<file path="config.mk">
export PLATFORM = sky130hd
export DESIGN_NAME = cstream_parser
export DESIGN_NICKNAME = d
export VERILOG_FILES = /design/src/rtl/cp_pkg.sv /design/src/rtl/cp_hdr_capture.sv /design/src/rtl/cp_group_tracker.sv /design/src/rtl/cp_byte_history.sv /design/src/rtl/cstream_parser.sv
export SDC_FILE = /design/constraint.sdc
export NUM_CORES = 1
export LEC_CHECK = 0
export BUFFER_PORTS_ARGS = -buffer_cell sky130_fd_sc_hd__buf_2
export CAP_MARGIN = 20
export CORE_ASPECT_RATIO = 1.2
export CORE_MARGIN = 4
export CORE_UTILIZATION = 54
export DETAILED_ROUTE_END_ITERATION = 8
export PLACE_DENSITY_LB_ADDON = 0.08
export SYNTH_ARGS = -nofsm -noshare
export SYNTH_HDL_FRONTEND = slang
export SYNTH_SLANG_ARGS = --single-unit
export TNS_END_PERCENT = 1
</file>
<file path="constraint.sdc">
create_clock -name clk -period 4.09 [get_ports clk]
set_clock_uncertainty 0.05 [all_clocks]
set_input_delay 0.2045 -clock clk [delete_from_list [all_inputs] [get_ports clk]]
set_output_delay 0.2045 -clock clk [all_outputs]
set_load 0.02 [all_outputs]
</file>
<file path="src/rtl/cp_pkg.sv">
package cp_pkg;

    typedef enum logic [2:0] {
        BC_NONE = 3'd0,
        BC_HDR  = 3'd1,
        BC_CTRL = 3'd2,
        BC_LIT  = 3'd3,
        BC_CP1  = 3'd4,
        BC_CP2  = 3'd5
    } byte_class_t;

    typedef enum logic [1:0] {
        MD_NONE = 2'd0,
        MD_LIT  = 2'd1,
        MD_COPY = 2'd2,
        MD_RAW  = 2'd3
    } item_mode_t;

    typedef enum logic [2:0] {
        S_IDLE,
        S_CLEAR,
        S_HEADER,
        S_CONTROL,
        S_DATA,
        S_COPY2,
        S_RAW,
        S_END
    } parse_state_t;

    localparam int unsigned MIN_MATCH = 3;

endpackage

</file>
<file path="src/rtl/cp_hdr_capture.sv">
module cp_hdr_capture #(
    parameter int SIZE_W    = 32,
    parameter int HDR_BYTES = 8,
    parameter int POS_W     = 4
) (
    input  logic              clk,
    input  logic              rst_n,
    input  logic              clr,
    input  logic              we,
    input  logic [POS_W-1:0]  pos,
    input  logic [7:0]        hbyte,
    output logic [SIZE_W-1:0] size,
    output logic              stored
);
    localparam int SIZE_BYTES = SIZE_W / 8;
    localparam int FLAG_POS   = SIZE_BYTES;

    for (genvar g = 0; g < SIZE_BYTES; g++) begin : g_size
        always_ff @(posedge clk or negedge rst_n) begin
            if (!rst_n) begin
                size[g*8 +: 8] <= '0;
            end else if (clr) begin
                size[g*8 +: 8] <= '0;
            end else if (we && (pos == POS_W'(g))) begin
                size[g*8 +: 8] <= hbyte;
            end
        end
    end

    always_ff @(posedge clk or negedge rst_n) begin
        if (!rst_n) begin
            stored <= 1'b0;
        end else if (clr) begin
            stored <= 1'b0;
        end else if (we && (pos == POS_W'(FLAG_POS))) begin
            stored <= hbyte[0];
        end
    end

endmodule

</file>
<file path="src/rtl/cp_group_tracker.sv">
module cp_group_tracker #(
    parameter int ITEMS = 16,
    parameter int POS_W = 4
) (
    input  logic             clk,
    input  logic             rst_n,
    input  logic             ctrl_we,
    input  logic [POS_W-1:0] ctrl_pos,
    input  logic [7:0]       ctrl_byte,
    input  logic             advance,
    output logic             cur_copy,
    output logic             last_item
);
    localparam int CTRL_BYTES = ITEMS / 8;
    localparam int IIDX_W     = $clog2(ITEMS);

    logic [ITEMS-1:0]  ctrl_q;
    logic [IIDX_W-1:0] item_q;

    for (genvar g = 0; g < CTRL_BYTES; g++) begin : g_ctrl
        always_ff @(posedge clk or negedge rst_n) begin
            if (!rst_n) begin
                ctrl_q[g*8 +: 8] <= '0;
            end else if (ctrl_we && (ctrl_pos == POS_W'(g))) begin
                ctrl_q[g*8 +: 8] <= ctrl_byte;
            end
        end
    end

    always_ff @(posedge clk or negedge rst_n) begin
        if (!rst_n) begin
            item_q <= '0;
        end else if (ctrl_we) begin
            item_q <= '0;
        end else if (advance) begin
            item_q <= item_q + 1'b1;
        end
    end

    assign cur_copy  = ctrl_q[item_q];
    assign last_item = (item_q == IIDX_W'(ITEMS - 1));

    // a new control word is never written while items of the group remain in flight
    AST_CTRL_AFTER_GROUP: assert property (@(posedge clk) disable iff (!rst_n)
        (advance && last_item) |=> !advance);

endmodule

</file>
<file path="src/rtl/cp_byte_history.sv">
module cp_byte_history #(
    parameter int DEPTH = 4
) (
    input  logic               clk,
    input  logic               rst_n,
    input  logic               clr,
    input  logic               shift,
    input  logic [7:0]         din,
    output logic [8*DEPTH-1:0] window
);
    logic [7:0] slot_q [DEPTH];

    for (genvar g = 0; g < DEPTH; g++) begin : g_slot
        always_ff @(posedge clk or negedge rst_n) begin
            if (!rst_n) begin
                slot_q[g] <= '0;
            end else if (clr) begin
                slot_q[g] <= '0;
            end else if (shift) begin
                if (g == 0) begin
                    slot_q[g] <= din;
                end else begin
                    slot_q[g] <= slot_q[g-1];
                end
            end
        end
        assign window[g*8 +: 8] = slot_q[g];
    end

    // window moves by exactly one byte per data byte
    AST_HIST_SHIFT: assert property (@(posedge clk) disable iff (!rst_n)
        (shift && !clr) |=> (window[7:0] == $past(din)));

endmodule

</file>
<file path="src/rtl/cstream_parser.sv">
module cstream_parser #(
    parameter int CLEAR_CYCLES = 2,
    parameter int HDR_BYTES    = 8,
    parameter int SIZE_W       = 32,
    parameter int ITEMS        = 16,
    parameter int LEN_W        = 4,
    parameter int HIST_DEPTH   = 4
) (
    input  logic                    clk,
    input  logic                    rst_n,
    input  logic                    start,
    input  logic [7:0]              in_byte,
    input  logic                    in_valid,
    input  logic                    in_eos,
    output logic                    in_taken,
    output logic [2:0]              byte_class,
    output logic                    item_valid,
    output logic [1:0]              item_mode,
    output logic [LEN_W:0]          copy_len,
    output logic [15-LEN_W:0]       hash_idx,
    output logic [7:0]              lit_byte,
    output logic [8*HIST_DEPTH-1:0] data_hist,
    output logic                    bypass,
    output logic                    done
);
    import cp_pkg::*;

    localparam int CTRL_BYTES = ITEMS / 8;
    localparam int IDX_W      = 16 - LEN_W;
    localparam int IDX_HI_W   = 8 - LEN_W;
    localparam int CLEN_W     = LEN_W + 1;
    localparam int POS_W      = $clog2(CLEAR_CYCLES + HDR_BYTES + CTRL_BYTES + 1);

    parse_state_t       state_q, state_d;
    logic [POS_W-1:0]   pos_q;
    logic               accept;
    logic               cur_copy, last_item;
    logic               hdr_stored;
    logic [SIZE_W-1:0]  hdr_size;
    logic [SIZE_W-1:0]  count_q, count_nxt;
    logic [7:0]         cp_hi_q;
    logic [CLEN_W-1:0]  len_dec;
    logic               hist_shift;
    logic               advance;

    byte_class_t        cls_q;
    item_mode_t         mode_q;
    logic               iv_q;
    logic [CLEN_W-1:0]  len_q;
    logic [IDX_W-1:0]   idx_q;
    logic [7:0]         lit_q;
    logic               done_q;

    assign in_taken = (state_q == S_HEADER) || (state_q == S_CONTROL) ||
                      (state_q == S_DATA)   || (state_q == S_COPY2)   ||
                      (state_q == S_RAW);
    assign accept   = in_valid && in_taken;

    assign len_dec  = CLEN_W'(cp_hi_q[7:IDX_HI_W]) + CLEN_W'(MIN_MATCH);

    // ---------------- sub-blocks ----------------
    cp_hdr_capture #(
        .SIZE_W    (SIZE_W),
        .HDR_BYTES (HDR_BYTES),
        .POS_W     (POS_W)
    ) u_hdr (
        .clk    (clk),
        .rst_n  (rst_n),
        .clr    (state_q == S_CLEAR),
        .we     (accept && (state_q == S_HEADER)),
        .pos    (pos_q),
        .hbyte  (in_byte),
        .size   (hdr_size),
        .stored (hdr_stored)
    );

    assign advance = accept && (((state_q == S_DATA) && !cur_copy) || (state_q == S_COPY2));

    cp_group_tracker #(
        .ITEMS (ITEMS),
        .POS_W (POS_W)
    ) u_grp (
        .clk       (clk),
        .rst_n     (rst_n),
        .ctrl_we   (accept && (state_q == S_CONTROL)),
        .ctrl_pos  (pos_q),
        .ctrl_byte (in_byte),
        .advance   (advance),
        .cur_copy  (cur_copy),
        .last_item (last_item)
    );

    assign hist_shift = accept && ((state_q == S_DATA) || (state_q == S_COPY2) ||
                                   (state_q == S_RAW));

    cp_byte_history #(
        .DEPTH (HIST_DEPTH)
    ) u_hist (
        .clk    (clk),
        .rst_n  (rst_n),
        .clr    (state_q == S_CLEAR),
        .shift  (hist_shift),
        .din    (in_byte),
        .window (data_hist)
    );

    // ---------------- next-state logic ----------------
    always_comb begin
        state_d = state_q;
        unique case (state_q)
            S_IDLE, S_END: begin
                if (start) state_d = S_CLEAR;
            end
            S_CLEAR: begin
                if (pos_q == POS_W'(CLEAR_CYCLES - 1)) state_d = S_HEADER;
            end
            S_HEADER: begin
                if (accept) begin
                    if (in_eos) state_d = S_END;
                    else if (pos_q == POS_W'(HDR_BYTES - 1))
                        state_d = hdr_stored ? S_RAW : S_CONTROL;
                end
            end
            S_CONTROL: begin
                if (accept) begin
                    if (in_eos) state_d = S_END;
                    else if (pos_q == POS_W'(CTRL_BYTES - 1)) state_d = S_DATA;
                end
            end
            S_DATA: begin
                if (accept) begin
                    if (in_eos)        state_d = S_END;
                    else if (cur_copy) state_d = S_COPY2;
                    else if (last_item) state_d = S_CONTROL;
                end
            end
            S_COPY2: begin
                if (accept) begin
                    if (in_eos)         state_d = S_END;
                    else if (last_item) state_d = S_CONTROL;
                    else                state_d = S_DATA;
                end
            end
            S_RAW: begin
                if (accept && in_eos) state_d = S_END;
            end
            default: state_d = S_IDLE;
        endcase
    end

    // ---------------- state register ----------------
    always_ff @(posedge clk or negedge rst_n) begin
        if (!rst_n) state_q <= S_IDLE;
        else        state_q <= state_d;
    end

    // ---------------- position counter ----------------
    always_ff @(posedge clk or negedge rst_n) begin
        if (!rst_n) begin
            pos_q <= '0;
        end else if (state_d != state_q) begin
            pos_q <= '0;
        end else if ((state_q == S_CLEAR) ||
                     (accept && ((state_q == S_HEADER) || (state_q == S_CONTROL)))) begin
            pos_q <= pos_q + 1'b1;
        end
    end

    // ---------------- output count increment ----------------
    always_comb begin
        count_nxt = count_q;
        if (accept) begin
            if ((state_q == S_RAW) || ((state_q == S_DATA) && !cur_copy))
                count_nxt = count_q + 1'b1;
            else if (state_q == S_COPY2)
                count_nxt = count_q + SIZE_W'(len_dec);
        end
    end

    // ---------------- outputs ----------------
    always_ff @(posedge clk or negedge rst_n) begin
        if (!rst_n) begin
            cls_q   <= BC_NONE;
            mode_q  <= MD_NONE;
            iv_q    <= 1'b0;
            len_q   <= '0;
            idx_q   <= '0;
            lit_q   <= '0;
            cp_hi_q <= '0;
            count_q <= '0;
            done_q  <= 1'b0;
        end else begin
            cls_q   <= BC_NONE;
            iv_q    <= 1'b0;
            count_q <= (state_q == S_CLEAR) ? '0 : count_nxt;
            if (((state_q == S_IDLE) || (state_q == S_END)) && start) done_q <= 1'b0;
            if (accept) begin
                unique case (state_q)
                    S_HEADER:  cls_q <= BC_HDR;
                    S_CONTROL: cls_q <= BC_CTRL;
                    S_DATA: begin
                        if (cur_copy) begin
                            cls_q   <= BC_CP1;
                            cp_hi_q <= in_byte;
                        end else begin
                            cls_q  <= BC_LIT;
                            iv_q   <= 1'b1;
                            mode_q <= MD_LIT;
                            lit_q  <= in_byte;
                        end
                    end
                    S_COPY2: begin
                        cls_q  <= BC_CP2;
                        iv_q   <= 1'b1;
                        mode_q <= MD_COPY;
                        len_q  <= len_dec;
                        idx_q  <= {cp_hi_q[IDX_HI_W-1:0], in_byte};
                    end
                    S_RAW: begin
                        cls_q  <= BC_LIT;
                        iv_q   <= 1'b1;
                        mode_q <= MD_RAW;
                        lit_q  <= in_byte;
                    end
                    default: cls_q <= BC_NONE;
                endcase
                if (in_eos) done_q <= (state_q != S_HEADER) && (count_nxt == hdr_size);
            end
        end
    end

    assign byte_class = cls_q;
    assign item_mode  = mode_q;
    assign item_valid = iv_q;
    assign copy_len   = len_q;
    assign hash_idx   = idx_q;
    assign lit_byte   = lit_q;
    assign done       = done_q;
    assign bypass     = (state_q == S_RAW);

    // ---------------- assertions ----------------
    AST_CTRL_NO_ITEM: assert property (@(posedge clk) disable iff (!rst_n)
        (byte_class == 3'(BC_CTRL)) |-> !item_valid);
    AST_CTRL_HIST_HELD: assert property (@(posedge clk) disable iff (!rst_n)
        (byte_class == 3'(BC_CTRL)) |-> $stable(data_hist));
    AST_COPY_LEN_RANGE: assert property (@(posedge clk) disable iff (!rst_n)
        (item_valid && (item_mode == 2'(MD_COPY))) |->
        ((copy_len >= CLEN_W'(MIN_MATCH)) && (copy_len <= CLEN_W'((1 << LEN_W) + MIN_MATCH - 1))));
    AST_DONE_AFTER_EOS: assert property (@(posedge clk) disable iff (!rst_n)
        $rose(done) |-> $past(accept && in_eos));
    AST_DONE_NOT_TAKING: assert property (@(posedge clk) disable iff (!rst_n)
        done |-> !in_taken);
    AST_BYPASS_RAW_ONLY: assert property (@(posedge clk) disable iff (!rst_n)
        (bypass && item_valid) |-> (item_mode == 2'(MD_RAW)));
    AST_ITEM_NEEDS_ACCEPT: assert property (@(posedge clk) disable iff (!rst_n)
        item_valid |-> $past(in_valid && in_taken));

endmodule

</file>
==> run_results.csv, run 1 <==
group,metric,value,unit
die,num_rows,50,
grt,track_usage,0.278,
die,die_w,124,um
yosys,ys_types,62,
die,start_util,0.552,
sta,rsz0062_at_grt,"no",
finish,final_common_cell,"nand2_1",
critical_path,start_kind,"flip-flop",
grt,grt_pass1_vias,7265,
yosys,synth_ff_type,"dfrtp_1",
die,dieArea,18100,sq um
critical_path,required,4.37,ns
route,viasPerCell,5.93,
min_path,hp-start,"in_byte[7]",
sta,min_period,4.03,ns
grt,grtUsageMet1,0.383,
sta,fin_crit_sh,0.986,
sta,max_clock_freq,248,MHz
power_and_ir_drop,switching_share,0.426,
placement,post-dp-hpwl,16.9,mm
route,dr.pass1.iters,5,
power_and_ir_drop,power_density,715,nW/um^2
power_and_ir_drop,comb_power_share,0.422,
clock_tree,clkSinkCount,164,
sta,timing.final.ws_setup,0.0581,ns
die,num_io_pins,79,
clock_tree,cts_root_buf,"clkbuf_16",
die,die_h,147,um
critical_path,regToRegStartpoint,"u_grp.item_q[0]",
route,drt.antenna.violating_nets,0,
power_and_ir_drop,clkPwrFrac,0.219,
placement,io_buffers,78,
placement,gp_congestion,0.987,
placement,pre_cts_slack,0.0484,ns
critical_path,critPathArrivalTime,4.32,ns
grt,grt_overflow,0,
yosys,ys_ff_latch,164,
route,wl_per_cell,19.5,um
finish,layout-drive-gt1-share,0.172,
finish,diodes,0,
route,wl,24.2,mm
power_and_ir_drop,power_switching,3.03,mW
status,status,"finished clean",
critical_path,criticalPathCategory,"reg2reg",
sta,drv_slew,0,
yosys,synth_nets,978,
grt,grt.met2_usage,0.435,
grt,grt_max_degree,91,
yosys,seq_area_frac_synth,0.474,
grt,grtUsageMet3,0.0497,
grt,antenna_found_initial,0,
job,max-cap-violations,0,
clock_tree,clock_latency,0.43,ns
die,fp.coreArea,15700,sq um
yosys,synthesis.area,8660,sq um
critical_path,end_kind,"flip-flop",
clock_tree,clkSlewWorstSetupHoldPaths,0.07,ns
power_and_ir_drop,p_int,4.08,mW
clock_tree,tritoncts,"yes",
clock_tree,cts_made_buffers,17,
sta,setup_viol,0,
route,drcViolationCount,0,
clock_tree,clockBufferDepth,2,
finish,area_growth,14.6,%
sta,tightest_slew,0.971,ns
route,first_iter_violations,611,
finish,layout_common_cells,"179 x nand2_1, 164 x dfrtp_1, 81 x nor2_1, 77 x buf_2, 71 x a21oi_1",
grt,grt_pass1_wl,39.4,mm
yosys,avgSynthCellArea,9.11,sq um
finish,num-nets-final,1047,
yosys,synthArstFlopShare,1.00,
min_path,hp-class,"in2reg",
critical_path,crit_start,"u_grp.item_q[0]",
yosys,synth_edf_count,0,
power_and_ir_drop,power.leakage,4.65,nW
critical_path,worst-path-max-fanout,10,
clock_tree,htreeDepth,4,
power_and_ir_drop,ir_drop,0.395,mV
route,vias,7362,
yosys,yosysWarningCount,0,
yosys,synthCells,951,
power_and_ir_drop,p_seq_frac,0.359,
sta,slew_headroom,0.353,
grt,top_usage_layer,"met2",
sta,setup_tns,0,ns
sta,hold_viol_final,0,
==> sequential cells by signal (all words and copies together) (netlist names) <==
register,count
byte_class,3
u_grp.ctrl_q,16
hash_idx,12
item_valid,1
state_q,3
u_hdr.stored,1
item_mode,2
u_grp.item_q,4
pos_q,4
count_q,32
cp_hi_q,8
u_hist.window,32
copy_len,5
done,1
lit_byte,8
u_hdr.size,32
==> cell usage after synthesis, types with 8 or more instances <==
cell        n  share of area
dfrtp_1   164           0.47
inv_1      15         0.0065
nand4_1    16          0.012
nor3_1     20          0.012
a31oi_1     9         0.0065
and3_1     20          0.014
clkbuf_1   51          0.022
xor2_1     25          0.025
xnor2_1    42          0.042
mux2_2     34          0.044
ha_1       13          0.019
nor2_1     81          0.035
mux2i_1    16          0.018
a21oi_1    71          0.041
a211oi_1    8         0.0069
nand2_1   179          0.078
nand3_1    59          0.034
o21ai_0    25          0.014
and2_1      9         0.0065
==> area by class of cell <==
cell class | count | area (sq um)
repair buffers | 107 | 639
clock buffers | 17 | 425
fillers | 1372 | 5770
clock inverters | 15 | 159
flip-flops and latches | 164 | 4100
inverters | 16 | 60.1
well taps | 208 | 260
multi-input cells | 714 | 4290
==> power groups by stage <==
stage	logic [mW]	registers [mW]	clock network (mW)
2_1_floorplan	1.75	2.81	0
3_3_place_gp	2.94	2.56	0
3_5_place_dp	2.97	2.57	0
4_1_cts	2.99	2.55	1.58
5_1_grt	3.31	2.62	1.66
6_report	3.00	2.55	1.56
==> kinds of logic (layout without fill, tap and decap cells) <==
group,after synthesis,in the layout,synth area share
XOR/XNOR,68,68,0.0703
flip-flops,164,164,0.474
buffers and inverters,73,155,0.0336
adder cells (fa/ha/maj),14,14,0.0211
multiplexers,53,53,0.0679
AND/OR/NAND/NOR,430,430,0.229
AO/OA/AOI/OAI,149,149,0.105
==> timing repair <==
| action | 4_1_cts | 5_1_grt |
|---|---|---|
| hold buffers | 2 | 0 |
| hold endpoints to repair | 90 | 0 |
| buffers inserted | 0 | 0 |
| gates resized for setup | 0 | 2 |
| setup endpoints to repair | 0 | 1 |
==> worst max-delay path, cell delays in order (launching register included) <==
cell and delay, ns:
dfrtp_1 0.46, mux2_1 0.35, mux4_2 0.52, a32o_2 0.36
o22a_4 0.26, or4_1 0.62, and3_1 0.23, nor4_1 0.28
nand3_1 0.11, or4_1 0.50, o31ai_2 0.19
==> per-stage QoR <==
stage	hold WS, ns	utilization	cells	cell area (sq um)	total power [mW]
2_1_floorplan	-0.141	-	951	8660	4.56
3_3_place_gp	0.281	0.593	1206	9310	5.49
3_5_place_dp	0.289	0.594	1207	9320	5.54
4_1_cts	0.0844	0.632	1241	9930	7.12
5_1_grt	0.117	0.633	1241	9930	7.59
6_report	0.0917	0.633	1241	9930	7.11
==> routing by layer <==
| metal | wire length, um | up-vias |
|---|---|---|
| met5 | 0 | - |
| met1 | 10300 | 3582 |
| li1 | - | 3435 |
| met2 | 11600 | 296 |
| met3 | 1510 | 49 |
| met4 | 807 | 0 |
==> worst paths after layout <==
kind / endpoint / slack [ns] / cells after the start
worst min-delay path: hash_idx[7] / 0.09 / 3
worst max register to register: done / 0.06 / 10
min in group asynchronous: count_q[14] / 0.36 / 2
worst min register to register: hash_idx[10] / 0.42 / 2
max in group asynchronous: copy_len[3] / 2.78 / 3
worst max-delay path: done / 0.06 / 10
No activity file was read; power rests on OpenSTA's default activity.
==> run 2, diff against run 1 <==
--- a/config.mk
+++ b/config.mk
@@ -11,7 +11,8 @@
 export CORE_MARGIN = 4
 export CORE_UTILIZATION = 54
 export DETAILED_ROUTE_END_ITERATION = 8
-export PLACE_DENSITY_LB_ADDON = 0.08
+export PLACE_DENSITY = 0.76
+export REMOVE_ABC_BUFFERS = 1
 export SYNTH_ARGS = -nofsm -noshare
 export SYNTH_HDL_FRONTEND = slang
 export SYNTH_SLANG_ARGS = --single-unit
==> run 2 against run 1 <==
Sequential share of layout area fell by 0.15 points. Non-clock buffer count up 2. Count of clock-buffer cells in the layout increased by 1. Clock power rose by 3%. Core utilization increased by 0.25 points. Sequential power hardly changed. Flip-flop and latch count stayed put. Global-route usage increased by 0.42 points. Largest cell class unchanged. Highest routed layer unchanged.
==> run_results.csv, run 2 (synthesized netlist as in run 1, its figures left out) <==
group,metric,value,unit
status,status,"finished clean",
grt,track_usage,0.283,
clock_tree,clkSlewWorstSetupHoldPaths,0.07,ns
route,viasPerCell,5.94,
route,wl_per_cell,19.8,um
grt,grt_max_degree,113,
finish,layout-drive-gt1-share,0.178,
placement,gp_congestion,0.946,
placement,post-dp-hpwl,17.2,mm
sta,fin_crit_sh,0.944,
power_and_ir_drop,p_seq_frac,0.357,
grt,grt_overflow,0,
finish,area_growth,15.1,%
sta,rsz0062_at_grt,"no",
sta,setup_viol,0,
sta,tightest_slew,1.10,ns
clock_tree,postCtsSetupBuffers,0,
min_path,hp-class,"in2reg",
die,start_util,0.552,
placement,placed_area,9330,sq um
die,num_rows,50,
clock_tree,clkSinkCount,164,
route,drcViolationCount,0,
finish,diodes,0,
finish,fin_area,9970,sq um
placement,placedCellCount,1209,
clock_tree,cts_made_buffers,17,
route,dr.pass1.iters,5,
power_and_ir_drop,p_int,4.14,mW
power_and_ir_drop,total_power,7.20,mW
die,num_io_pins,79,
critical_path,end_kind,"flip-flop",
route,drt.antenna.violating_nets,0,
finish,layout_common_cells,"179 x nand2_1, 163 x dfrtp_1, 81 x nor2_1, 77 x buf_2, 69 x a21oi_1",
sta,min_period,3.86,ns
grt,antenna_found_initial,0,
clock_tree,cts_root_buf,"clkbuf_16",
finish,stdcell_count,1243,
critical_path,worst-path-max-fanout,7,
clock_tree,clock_latency,0.44,ns
power_and_ir_drop,power.leakage,4.67,nW
route,wl,24.6,mm
sta,max_clock_freq,259,MHz
power_and_ir_drop,power_density,722,nW/um^2
placement,io_buffers,78,
clock_tree,tritoncts,"yes",
die,dieArea,18100,sq um
grt,grt_pass1_vias,7235,
job,max-cap-violations,0,
clock_tree,clockBufferDepth,2,
die,fp.coreArea,15700,sq um
power_and_ir_drop,ir_drop,0.490,mV
critical_path,criticalPathCategory,"reg2reg",
sta,hold_viol_final,0,
clock_tree,htreeDepth,4,
route,first_iter_violations,624,
finish,num-nets-final,1049,
power_and_ir_drop,comb_power_share,0.419,
power_and_ir_drop,power_switching,3.06,mW
power_and_ir_drop,switching_share,0.425,
die,die_h,147,um
route,vias,7384,
critical_path,required,4.38,ns
critical_path,start_kind,"flip-flop",
finish,final_common_cell,"nand2_1",
sta,slew_headroom,0.263,
sta,drv_slew,0,
grt,grt_pass1_wl,39.5,mm
critical_path,critPathArrivalTime,4.15,ns
power_and_ir_drop,clkPwrFrac,0.224,
die,die_w,124,um
==> run 2: path summary, 6_finish.rpt <==
| kind | start | end | slack [ns] | depth (start not counted) |
|---|---|---|---|---|
| setup reg to reg | u_grp.item_q[0] | done | 0.23 | 12 |
| hold / removal | start | state_q[1] | 0.03 | 2 |
| hold reg to reg | cp_hi_q[3] | hash_idx[11] | 0.43 | 2 |
| max in group asynchronous | rst_n | u_hist.window[1] | 3.08 | 3 |
| min in group asynchronous | rst_n | u_hdr.stored | 0.22 | 2 |
| setup / recovery | u_grp.item_q[0] | done | 0.23 | 12 |
==> run 2: routing by layer <==
metal,global-route usage,wire (um)
met1,0.385,10400
met4,0.130,1000
met3,0.0612,1470
met5,0,0
met2,0.431,11700
==> run 2: per-stage QoR <==
step           hold slack (ns)   util  worst slack (ns)  TNS [ns]
5_1_grt                 0.0180  0.635            0.0135         0
6_report                0.0309  0.635             0.230         0
3_3_place_gp             0.374  0.594             0.110         0
3_5_place_dp             0.383  0.594            0.0980         0
2_1_floorplan           -0.141      -             -1.81   -136.68
4_1_cts                 0.0102  0.632            0.0769         0
==> run 2: what timing repair did <==
action	4_1_cts	5_1_grt
hold buffers	1	0
endpoints found under the hold margin	111	0
setup endpoints to repair	0	1
resized for setup	0	6
==> run 2: power groups by stage <==
stage | Sequential, mW | Combinational [mW] | Clock [mW]
5_1_grt | 2.63 | 3.32 | 1.72
2_1_floorplan | 2.87 | 1.60 | 0
6_report | 2.57 | 3.02 | 1.61
3_5_place_dp | 2.57 | 2.98 | 0
4_1_cts | 2.56 | 3.00 | 1.64
3_3_place_gp | 2.56 | 2.94 | 0
==> run 2: area by class of cell <==
cell class,instances,area (sq um)
Inverter,16,60.1
Clock inverter,14,158
Clock buffer,18,429
Sequential cell,164,4110
Fill cell,1310,5730
Timing Repair Buffer,109,664
Multi-Input combinational cell,714,4300
Tap cell,208,260
==> run 2: worst max-delay path, stage by stage, from the launching register on <==
cell and delay, ns:
dfrtp_2 0.45, mux2_1 0.32, mux4_2 0.52, a32o_2 0.33, buf_4 0.17, o21ai_0 0.32
nor4b_1 0.31, buf_4 0.20, xor2_1 0.06, o21ai_0 0.21, nand4_1 0.11, or4_1 0.54
o31ai_2 0.17
==> run 3, diff against run 2 <==
--- a/config.mk
+++ b/config.mk
@@ -5,13 +5,15 @@
 export SDC_FILE = /design/constraint.sdc
 export NUM_CORES = 1
 export LEC_CHECK = 0
+export ABC_AREA = 1
 export BUFFER_PORTS_ARGS = -buffer_cell sky130_fd_sc_hd__buf_2
 export CAP_MARGIN = 20
 export CORE_ASPECT_RATIO = 1.2
 export CORE_MARGIN = 4
-export CORE_UTILIZATION = 54
+export CORE_UTILIZATION = 55
+export CTS_CLUSTER_SIZE = 20
 export DETAILED_ROUTE_END_ITERATION = 8
-export PLACE_DENSITY = 0.76
+export PLACE_DENSITY = 0.77
 export REMOVE_ABC_BUFFERS = 1
 export SYNTH_ARGS = -nofsm -noshare
 export SYNTH_HDL_FRONTEND = slang
==> run 3 against run 2 <==
Sequential power increased by 11%. Maximum frequency increased by 17%. Sequential share of layout area decreased by 4.5 points. Synthesized cell count increased by 52%. Hold slack got worse by 0.021 ns. Register-to-register slack improved by 0.56 ns. Final area increased by 12%. Non-clock buffer count decreased by 13. Setup slack improved by 0.56 ns. Global-route usage increased by 2.1 points.
==> run_results.csv, run 3 <==
group,metric,value,unit
sta,drv_slew,0,
placement,post-dp-hpwl,21.7,mm
critical_path,cpLargestDelayFamily,"simple AND/OR/NAND/NOR gates",
critical_path,criticalPathCategory,"reg2reg",
yosys,synth_edf_count,0,
die,fp.coreArea,17700,sq um
yosys,synthesis.area,9990,sq um
finish,nFillCells,1657,
die,start_util,0.564,
sta,timing.final.ws_setup,0.786,ns
sta,tightest_slew,1.02,ns
min_path,hp-class,"in2reg",
placement,gp_congestion,1.01,
sta,max_clock_freq,303,MHz
power_and_ir_drop,power.leakage,5.81,nW
finish,area_growth,12.0,%
critical_path,cp_common_cell,"nand2_1",
grt,antenna_found_initial,0,
finish,fin_area,11200,sq um
finish,stdcell_count,1745,
critical_path,critPathArrivalTime,3.63,ns
clock_tree,clkSlewWorstSetupHoldPaths,0.08,ns
finish,final_util,0.632,
min_path,hp-start,"in_byte[4]",
power_and_ir_drop,p_seq_frac,0.312,
clock_tree,postCtsSetupBuffers,0,
critical_path,required,4.41,ns
sta,rsz0062_at_grt,"no",
min_path,min_path_cells,3,
critical_path,start_kind,"flip-flop",
sta,hold_viol_final,0,
critical_path,path_cells,"inv_1 -> ha_1 -> nor3_1 -> ha_1 -> nand2_1 -> inv_1 -> nand2_1 -> nand3_2 -> nand2_2 -> nor2_1 -> nand3b_1 -> nand4_1 -> nand2_1 -> nand2_1 -> nand2_1 -> nor2_1 -> nand2_1 -> nor2_1 -> nand3_1 -> nand2_1",
grt,grt_pass1_wl,48.5,mm
yosys,synthCells,1441,
placement,io_buffers,78,
grt,grt_pass1_vias,9318,
clock_tree,cts_root_buf,"clkbuf_16",
route,viasPerCell,5.54,
clock_tree,post_cts_resize_count,0,
power_and_ir_drop,power_density,815,nW/um^2
yosys,seq_area_frac_synth,0.411,
clock_tree,cts_made_buffers,17,
clock_tree,clockBufferDepth,2,
sta,slew_headroom,0.323,
finish,layout_common_cells,"509 x nand2_1, 164 x dfrtp_1, 163 x inv_1, 129 x nor2_1, 128 x o21ai_0",
yosys,yosysWarningCount,0,
finish,final_common_cell,"nand2_1",
route,first_iter_violations,910,
route,dr.pass1.iters,6,
critical_path,ff2ff_setup_slack,0.79,ns
critical_path,worst_r2r_endpoint,"done",
grt,grt_max_degree,110,
power_and_ir_drop,total_power,9.12,mW
finish,diodes,0,
power_and_ir_drop,power_switching,4.52,mW
yosys,avgSynthCellArea,6.93,sq um
die,dieArea,20400,sq um
sta,setup_viol,0,
route,wl_per_cell,17.1,um
job,max-cap-violations,0,
yosys,yosysMostFrequentCell,"nand2_1",
placement,pre_cts_slack,0.873,ns
critical_path,cp_num_buf_inv,2,
critical_path,slowest_stage,"dfrtp_1",
status,status,"finished clean",
yosys,ys_ff_latch,164,
die,num_io_pins,79,
grt,grt_overflow,0,
route,drcViolationCount,0,
clock_tree,htreeDepth,4,
power_and_ir_drop,clkPwrFrac,0.185,
sta,fin_crit_sh,0.808,
die,die_w,131,um
critical_path,critical-path-max-stage-delay,0.36,ns
yosys,yosysTopAreaCell,"dfrtp_1",
clock_tree,tritoncts,"yes",
critical_path,end_kind,"flip-flop",
route,wl,29.8,mm
clock_tree,clock_latency,0.44,ns
power_and_ir_drop,comb_power_share,0.503,
critical_path,worst-path-max-fanout,9,
power_and_ir_drop,ir_drop,0.599,mV
yosys,synth_area_leaders,"dfrtp_1 41%, nand2_1 19%, o21ai_0 6.4%",
route,vias,9662,
sta,setup_tns,0,ns
route,drt.antenna.violating_nets,0,
yosys,ys_types,46,
placement,placed_area,10500,sq um
min_path,min_to,"cp_hi_q[4]",
power_and_ir_drop,switching_share,0.496,
yosys,synth_ff_type,"dfrtp_1",
clock_tree,clkSinkCount,164,
yosys,synth_common_cells,"509 x nand2_1, 164 x dfrtp_1, 163 x inv_1",
finish,num-nets-final,1539,
placement,placedCellCount,1709,
die,die_h,156,um
die,num_rows,53,
power_and_ir_drop,p_int,4.60,mW
critical_path,regToRegStartpoint,"cp_hi_q[4]",
finish,layout-drive-gt1-share,0.119,
yosys,yosysTopAreaCellShare,0.411,
yosys,synthArstFlopShare,1.00,
grt,track_usage,0.304,
sta,min_period,3.30,ns
critical_path,ff2ff_path_depth,20,
sta,whs,0.0101,ns
## run 3: cell count changes after synthesis, moves of 20 or more
cell	previous run	this run
nand2_1	179	509
xnor2_1	42	2
mux2_2	34	1
a21oi_1	71	38
inv_1	15	163
and3_1	20	0
o21ai_0	25	128
nor2_1	81	130
nand3_1	59	103
clkbuf_1	51	21
## run 3: how the worst max path moves through the flow
stage / startpoint / end / slack [ns] / cells after the start
2_1_floorplan: state_q[0] / pos_q[0] / 0.97 / 14
3_3_place_gp: cp_hi_q[4] / done / 0.98 / 20
3_5_place_dp: cp_hi_q[4] / done / 0.87 / 20
4_1_cts: cp_hi_q[4] / done / 0.84 / 20
5_1_grt: cp_hi_q[4] / done / 0.46 / 19
6_report: cp_hi_q[4] / done / 0.79 / 20
## run 3: logic make-up after synthesis
logic type | count (synthesis) | share of synthesized area
buffers and inverters | 217 | 0.0896
and+or+nand+nor | 821 | 0.351
muxes | 2 | 0.00213
AOI/OAI and AO/OA | 196 | 0.104
adders and majority gates | 14 | 0.0183
DFF | 164 | 0.411
xor gates and xnor gates | 27 | 0.0237
## run 3: area by class of cell
cell class,count,area [sq um],share of cell area
multi-input combinational,1060,4990,0.446
sequential,164,4100,0.367
inverter,173,651,0.0581
timing repair buffer,96,539,0.0482
clock buffer,17,425,0.0380
tap,220,275,0.0246
clock inverter,15,205,0.0183
## run 3: metal layers
metal,track usage,wire length (um)
met2,0.484,14100
met3,0.0661,2460
met1,0.401,12000
met5,0,0
met4,0.129,1260
## run 3: repair_timing
| action | 4_1_cts | 5_1_grt |
|---|---|---|
| endpoints found under the hold margin | 109 | 0 |
| setup endpoints to repair | 0 | 0 |
| hold buffers | 3 | 0 |
## run 3: worst reg2reg max path: stages, from the launching register on
cell,delay (ns)
dfrtp_1,0.36
inv_1,0.08
ha_1,0.23
nor3_1,0.32
ha_1,0.35
nand2_1,0.12
inv_1,0.05
nand2_1,0.09
nand3_2,0.26
nand2_2,0.19
nor2_1,0.07
nand3b_1,0.28
nand4_1,0.23
nand2_1,0.08
nand2_1,0.05
nand2_1,0.04
nor2_1,0.10
nand2_1,0.06
nor2_1,0.11
nand3_1,0.07
nand2_1,0.06
## run 3: power by group through the flow
stage	Sequential [mW]	Combinational (mW)	Clock, mW
2_1_floorplan	3.02	2.84	0
3_3_place_gp	2.85	4.43	0
3_5_place_dp	2.86	4.49	0
4_1_cts	2.83	4.54	1.70
5_1_grt	2.93	5.16	1.77
6_report	2.85	4.59	1.68
